File: src/rtl/tpm_spi_pkg.sv
package tpm_spi_pkg;
    typedef enum logic [2:0] {
        ST_IDLE,
        ST_HEAD,
        ST_STALL,
        ST_DATA,
        ST_CLOSE
    } xact_state_e;

    localparam logic [7:0] FILL_BYTE = 8'h00;
endpackage

File: src/rtl/spi_tick_gen.sv
module spi_tick_gen #(
    parameter int DIV_W = 8
) (
    input  logic             clk,
    input  logic             rst_n,
    input  logic             en,
    input  logic [DIV_W-1:0] div,
    output logic             tick
);
    logic [DIV_W-1:0] cnt_q;

    assign tick = en && (cnt_q == div);

    always_ff @(posedge clk or negedge rst_n) begin
        if (!rst_n) begin
            cnt_q <= '0;
        end else if (!en || tick) begin
            cnt_q <= '0;
        end else begin
            cnt_q <= cnt_q + 1'b1;
        end
    end
endmodule

File: src/rtl/spi_byte_shift.sv
module spi_byte_shift #(
    parameter int WORD_W = 8
) (
    input  logic              clk,
    input  logic              rst_n,
    input  logic              tick,
    input  logic              load,
    input  logic [WORD_W-1:0] load_word,
    input  logic              miso,
    output logic              sclk,
    output logic              mosi,
    output logic              active,
    output logic              word_done,
    output logic [WORD_W-1:0] rx_word
);
    localparam int CNT_W = (WORD_W > 2) ? $clog2(WORD_W) : 1;
    localparam logic [CNT_W-1:0] LAST_BIT = CNT_W'(WORD_W - 1);

    logic [WORD_W-1:0] tx_sr;
    logic [WORD_W-1:0] rx_sr;
    logic [CNT_W-1:0]  bit_cnt;

    assign mosi    = tx_sr[WORD_W-1];
    assign rx_word = rx_sr;

    always_ff @(posedge clk or negedge rst_n) begin
        if (!rst_n) begin
            tx_sr     <= '0;
            rx_sr     <= '0;
            bit_cnt   <= '0;
            sclk      <= 1'b0;
            active    <= 1'b0;
            word_done <= 1'b0;
        end else begin
            word_done <= 1'b0;
            if (load) begin
                tx_sr   <= load_word;
                bit_cnt <= '0;
                sclk    <= 1'b0;
                active  <= 1'b1;
            end else if (active && tick) begin
                if (!sclk) begin
                    sclk  <= 1'b1;
                    rx_sr <= {rx_sr[WORD_W-2:0], miso};
                end else begin
                    sclk <= 1'b0;
                    if (bit_cnt == LAST_BIT) begin
                        active    <= 1'b0;
                        word_done <= 1'b1;
                    end else begin
                        bit_cnt <= bit_cnt + 1'b1;
                        tx_sr   <= {tx_sr[WORD_W-2:0], 1'b0};
                    end
                end
            end
        end
    end

    // the serial clock only moves on a divider tick
    p_sclk_on_tick_r3: assert property (@(posedge clk) disable iff (!rst_n)
        !tick |=> $stable(sclk));

    // a finished word leaves the clock low
    p_word_ends_low_r3: assert property (@(posedge clk) disable iff (!rst_n)
        word_done |-> !sclk);
endmodule

File: src/rtl/tpm_spi_xact.sv
module tpm_spi_xact #(
    parameter int DIV_W  = 8,
    parameter int WAIT_W = 8,
    parameter int LEN_W  = 6,
    parameter int ADDR_W = 24
) (
    input  logic              clk,
    input  logic              rst_n,
    input  logic [DIV_W-1:0]  clk_div,
    input  logic [WAIT_W-1:0] max_wait,
    input  logic              start,
    input  logic              req_read,
    input  logic [LEN_W-1:0]  req_len_m1,
    input  logic [ADDR_W-1:0] req_addr,
    input  logic [7:0]        wr_data,
    output logic              wr_pop,
    output logic [7:0]        rd_data,
    output logic              rd_valid,
    output logic              busy,
    output logic              done,
    output logic              timed_out,
    output logic              sclk,
    output logic              mosi,
    output logic              cs_n,
    input  logic              miso
);
    import tpm_spi_pkg::*;

    localparam int HDR_N   = ADDR_W / 8 + 1;
    localparam int HIDX_W  = $clog2(HDR_N);
    localparam int IDX_W   = (LEN_W > HIDX_W) ? LEN_W : HIDX_W;
    localparam logic [IDX_W-1:0] HDR_LAST = IDX_W'(HDR_N - 1);

    xact_state_e       state_q, state_d;
    logic [IDX_W-1:0]  idx_q, idx_d;
    logic [WAIT_W-1:0] wait_q, wait_d;
    logic              kick_q, kick_d;
    logic              abort_q, abort_d;
    logic              rd_q;
    logic [LEN_W-1:0]  len_q;
    logic [ADDR_W-1:0] addr_q;

    logic              ld;
    logic [7:0]        ld_byte;
    logic              tick;
    logic              sh_active;
    logic              sh_done;
    logic [7:0]        sh_rx;
    logic [HDR_N*8-1:0] hdr_vec;

    assign hdr_vec = {rd_q, 1'b0, 6'(len_q), addr_q};
    assign busy    = (state_q != ST_IDLE);

    function automatic logic [7:0] hdr_byte(input logic [HDR_N*8-1:0] v,
                                            input logic [IDX_W-1:0] i);
        return v[8*(HDR_N-1-int'(i)) +: 8];
    endfunction

    spi_tick_gen #(.DIV_W(DIV_W)) u_tick (
        .clk  (clk),
        .rst_n(rst_n),
        .en   (sh_active),
        .div  (clk_div),
        .tick (tick)
    );

    spi_byte_shift #(.WORD_W(8)) u_shift (
        .clk      (clk),
        .rst_n    (rst_n),
        .tick     (tick),
        .load     (ld),
        .load_word(ld_byte),
        .miso     (miso),
        .sclk     (sclk),
        .mosi     (mosi),
        .active   (sh_active),
        .word_done(sh_done),
        .rx_word  (sh_rx)
    );

    // next state and byte issue
    always_comb begin
        state_d = state_q;
        idx_d   = idx_q;
        wait_d  = wait_q;
        kick_d  = 1'b0;
        abort_d = abort_q;
        ld      = 1'b0;
        ld_byte = FILL_BYTE;
        wr_pop  = 1'b0;
        unique case (state_q)
            ST_IDLE: begin
                if (start) begin
                    state_d = ST_HEAD;
                    idx_d   = '0;
                    kick_d  = 1'b1;
                    abort_d = 1'b0;
                end
            end
            ST_HEAD: begin
                if (kick_q) begin
                    ld      = 1'b1;
                    ld_byte = hdr_byte(hdr_vec, '0);
                end else if (sh_done) begin
                    if (idx_q != HDR_LAST) begin
                        idx_d   = idx_q + 1'b1;
                        ld      = 1'b1;
                        ld_byte = hdr_byte(hdr_vec, idx_q + 1'b1);
                    end else if (sh_rx[0]) begin
                        state_d = ST_DATA;
                        idx_d   = '0;
                        ld      = 1'b1;
                        ld_byte = rd_q ? FILL_BYTE : wr_data;
                        wr_pop  = !rd_q;
                    end else if (max_wait == '0) begin
                        state_d = ST_CLOSE;
                        abort_d = 1'b1;
                    end else begin
                        state_d = ST_STALL;
                        wait_d  = WAIT_W'(1);
                        ld      = 1'b1;
                    end
                end
            end
            ST_STALL: begin
                if (sh_done) begin
                    if (sh_rx[0]) begin
                        state_d = ST_DATA;
                        idx_d   = '0;
                        ld      = 1'b1;
                        ld_byte = rd_q ? FILL_BYTE : wr_data;
                        wr_pop  = !rd_q;
                    end else if (wait_q == max_wait) begin
                        state_d = ST_CLOSE;
                        abort_d = 1'b1;
                    end else begin
                        wait_d = wait_q + 1'b1;
                        ld     = 1'b1;
                    end
                end
            end
            ST_DATA: begin
                if (sh_done) begin
                    if (idx_q == IDX_W'(len_q)) begin
                        state_d = ST_CLOSE;
                    end else begin
                        idx_d   = idx_q + 1'b1;
                        ld      = 1'b1;
                        ld_byte = rd_q ? FILL_BYTE : wr_data;
                        wr_pop  = !rd_q;
                    end
                end
            end
            ST_CLOSE: state_d = ST_IDLE;
            default:  state_d = ST_IDLE;
        endcase
    end

    // state register
    always_ff @(posedge clk or negedge rst_n) begin
        if (!rst_n) begin
            state_q <= ST_IDLE;
            idx_q   <= '0;
            wait_q  <= '0;
            kick_q  <= 1'b0;
            abort_q <= 1'b0;
            rd_q    <= 1'b0;
            len_q   <= '0;
            addr_q  <= '0;
        end else begin
            state_q <= state_d;
            idx_q   <= idx_d;
            wait_q  <= wait_d;
            kick_q  <= kick_d;
            abort_q <= abort_d;
            if (state_q == ST_IDLE && start) begin
                rd_q   <= req_read;
                len_q  <= req_len_m1;
                addr_q <= req_addr;
            end
        end
    end

    // registered outputs
    always_ff @(posedge clk or negedge rst_n) begin
        if (!rst_n) begin
            cs_n      <= 1'b1;
            done      <= 1'b0;
            timed_out <= 1'b0;
            rd_valid  <= 1'b0;
            rd_data   <= '0;
        end else begin
            if (state_q == ST_IDLE && state_d == ST_HEAD) begin
                cs_n <= 1'b0;
            end else if (state_d == ST_CLOSE) begin
                cs_n <= 1'b1;
            end
            done      <= (state_q == ST_CLOSE);
            timed_out <= (state_q == ST_CLOSE) && abort_q;
            rd_valid  <= (state_q == ST_DATA) && sh_done && rd_q;
            if ((state_q == ST_DATA) && sh_done && rd_q) begin
                rd_data <= sh_rx;
            end
        end
    end

    // no clock edge outside a framed transaction
    p_sclk_framed_r8: assert property (@(posedge clk) disable iff (!rst_n)
        sclk |-> !cs_n);

    // completion is a single-cycle pulse
    p_done_pulse_r10: assert property (@(posedge clk) disable iff (!rst_n)
        done |=> !done);

    // completion follows a released chip select
    p_done_after_cs_r10: assert property (@(posedge clk) disable iff (!rst_n)
        done |-> (cs_n && $past(cs_n)));

    // the timeout flag only travels with completion
    p_timeout_with_done_r9: assert property (@(posedge clk) disable iff (!rst_n)
        timed_out |-> done);

    // payload is only consumed inside the frame
    p_pop_framed_r6: assert property (@(posedge clk) disable iff (!rst_n)
        wr_pop |-> !cs_n);
endmodule

File: config.mk
export PLATFORM = sky130hd
export DESIGN_NAME = tpm_spi_xact
export DESIGN_NICKNAME = d
export VERILOG_FILES = /design/src/rtl/tpm_spi_pkg.sv /design/src/rtl/spi_tick_gen.sv /design/src/rtl/spi_byte_shift.sv /design/src/rtl/tpm_spi_xact.sv
export SDC_FILE = /design/constraint.sdc
export NUM_CORES = 1
export LEC_CHECK = 0
export BUFFER_PORTS_ARGS = -buffer_cell sky130_fd_sc_hd__buf_2
export CORE_ASPECT_RATIO = 0.7
export CORE_MARGIN = 2
export CORE_UTILIZATION = 61
export DETAILED_ROUTE_END_ITERATION = 7
export PLACE_DENSITY = 0.95
export SKIP_CTS_REPAIR_TIMING = 1
export SYNTH_ARGS = -nofsm -noshare
export SYNTH_HDL_FRONTEND = slang
export SYNTH_SLANG_ARGS = --single-unit
File: constraint.sdc
create_clock -name clk -period 4.4 [get_ports clk]
set_clock_uncertainty 0.1 [all_clocks]
set_input_delay 0.88 -clock clk [delete_from_list [all_inputs] [get_ports clk]]
set_output_delay 0.88 -clock clk [all_outputs]
set_load 0.02 [all_outputs]
==> results.cfg <==
[cts]
clockBufferDepth = 2
clk_pin_slew_ns = 0.09
cts_buffers = 9
cts_num_sinks = 92
tritoncts = done
clk_latency_ns = 0.38
root_buffer = clkbuf_8
h-tree-depth = 3

[sta]
worst_pin_slew_ns = 0.863
worst_slack_ns = 0.774
slew_headroom = 0.424
finalHoldViolCount = 0
period_share = 0.824
finalSetupViolCount = 0
rsz0062_at_grt = no
min_period_ns = 3.63
fmax_mhz = 276
fin_tns_setup_ns = 0
maxSlewViolCount = 0

[critical_path]
critPathMaxStageDelay_ns = 0.76
arrival_ns = 2.65
worstPathCellList = and3b_2, nand3_1, nand4b_4, a21oi_1, nor2_1, buf_2
cp-start-kind = flip-flop
cp.required_ns = 3.42
rrSetupSlack_ns = 1.56
critPathSlowestCell = dfrtp_1
crit_type = flip-flop to output pin
crit_path_end_kind = output pin
worstPathMaxFanout = 19

[synth]
ys_seq_area_frac = 0.482
synth-async-reset-ratio = 1.00
synth.area.top_cells = dfrtp_1, mux2_2, xnor2_1
ys_types = 52
netlist_area_mm2 = 0.00478
synth_cells = 427
synth_enable_flop_cells = 0
yosysWarnings = 0
yosysTopAreaCell = dfrtp_1
avgSynthCellArea_um2 = 11.2
synth_top_area_frac = 0.477
synth-seq-cells = 92
synth_flop_cell = dfrtp_1
syn_nets = 491

[grt]
grt_pass1_wl_mm = 17.7
antenna_found_initial = 0
grt_usage = 0.271
gr-total-overflow = 0
grt_max_degree = 70
grt_pass1_vias = 3631

[layout]
final_cell_mix = dfrtp_1, buf_2, mux2_2
areaGrowthSynthToFinish_pct = 12.4
regArea_mm2 = 0.00230
multi_input_area_mm2 = 0.00232
final_common_cell = dfrtp_1
post-route-util = 0.721
fin_nets = 555
n_antenna_cell = 0
final_cells = 594
drive_gt1_frac = 0.319
num-fill-cells = 504

[placed_design]
port_buffers = 74
routabilityCongestion = 0.937
dp_slack_ns = 1.23
dp_hpwl_mm = 7.61
dpl.cell_count = 578

[power]
pwr-share-comb = 0.279
p_sw_frac = 0.341
p_seq_frac = 0.500
powerDensity_mw_per_mm2 = 451
ir_drop_uv = 259
clock_power_share = 0.221
p_leak_nw = 2.45
switching_power_mw = 0.824
p_int_mw = 1.60

[detailed_routing]
wirelength_mm = 10.6
antenna_left = 0
wl_per_cell_um = 17.9
vias_per_cell = 6.18
drt-pass1-iter-count = 4
drcViolationCount = 0
num_vias = 3669
drt_iter0_markers = 194

[run]
max_cap_viol_count = 0

[die]
start_util = 0.641
rows = 26
die_x_um = 110
boundaryPins = 75
core-area_mm2 = 0.00745
design.die.area_mm2 = 0.00856
fp.dieH_um = 78.0

[status]
status = completed

[min_path]
hp-class = flip-flop to flip-flop
[logic make-up after synthesis]
family          Yosys count  synth area share
flops                    92             0.482
compound gates           63            0.0951
mux                      57             0.150
simple gates            138             0.161
fa+ha+maj                 5            0.0131
xor+xnor                 36            0.0660
buf+inv                  36            0.0322
[cells in the mapped netlist, types with 2 or more instances]
cell type and count:
a21o_1 2, mux2i_1 3, dfrtp_1 91, mux2_2 47
or2_2 2, nor4_2 3, nor3b_1 9, nand2_1 18
o22ai_1 2, a22o_1 7, o211ai_1 3, nor2b_1 6
nand2b_1 5, a21oi_1 13, ha_1 5, and2_1 5
clkbuf_1 15, nor3_1 6, inv_1 13, a211oi_1 2
o311ai_0 2, nand4_1 4, nand3_1 14, nor4_1 8
xnor2_1 22, buf_2 6, o32a_1 7, nor2_1 38
and3_1 11, xor2_1 14, a211o_1 2, mux4_2 7
or3_1 2, o22a_1 2, o21ai_0 14
[layout make-up]
| cell class | instances | area share |
|---|---|---|
| clock buffers | 10 | 0.0238 |
| well taps | 98 | 0.0228 |
| inverters | 13 | 0.00909 |
| flip-flops and latches | 92 | 0.429 |
| repair buffers | 76 | 0.0723 |
| multi-input cells | 299 | 0.433 |
| clock inverters | 6 | 0.00979 |
[worst paths after layout]
| check | start | cells past startpoint | end |
|---|---|---|---|
| worst max-delay path | state_q[1] | 6 | wr_pop |
| worst min-delay path | cs_n | 2 | cs_n |
| worst max register to register | idx_q[0] | 6 | u_shift.rx_word[4] |
| worst min register to register | cs_n | 2 | cs_n |
| max in group asynchronous | rst_n | 2 | u_tick.cnt_q[7] |
| min in group asynchronous | rst_n | 1 | wait_q[5] |
[worst max-delay path: cells and delay by family (launching register included)]
family | cells | cell delay (ns)
and+or+nand+nor | 4 | 0.76
AOI/OAI and AO/OA | 1 | 0.56
buffers and inverters | 1 | 0.20
DFF | 1 | 0.76
[routing by layer]
metal	global-route usage	part of all wire	vias to the layer above
li1	-	-	1663
met1	0.379	0.42	1783
met2	0.421	0.47	193
met3	0.0631	0.084	30
met4	0.0899	0.023	0
met5	0	0	-
[power groups by stage]
stage,combinational [mW],clock (mW),sequential (mW)
6_report,0.674,0.535,1.21
5_1_grt,0.745,0.583,1.23
4_1_cts,0.679,0.543,1.20
3_5_place_dp,0.669,0,1.22
3_3_place_gp,0.637,0,1.21
2_1_floorplan,0.573,0,1.13
[state kept, by name, indices dropped and copies added (netlist names), 3 cells and up]
signal and count:
rd_data 8, wait_q 8, u_shift.bit_cnt 3, len_q 6, idx_q 6, addr_q 24
u_shift.rx_word 8, u_tick.cnt_q 8, state_q 3, u_shift.tx_sr 8
[metrics by stage]
| stage | cell area, um^2 | hold WS [ns] | power (mW) |
|---|---|---|---|
| final | 5370 | 0.384 | 2.42 |
| after CTS | 5370 | 0.391 | 2.43 |
| after global routing | 5370 | 0.413 | 2.56 |
| after global placement | 5190 | 0.365 | 1.84 |
| after detailed placement | 5190 | 0.368 | 1.89 |
| after floorplan | 4780 | 0.354 | 1.70 |
Note: power is estimated with default switching activity, not from simulation.
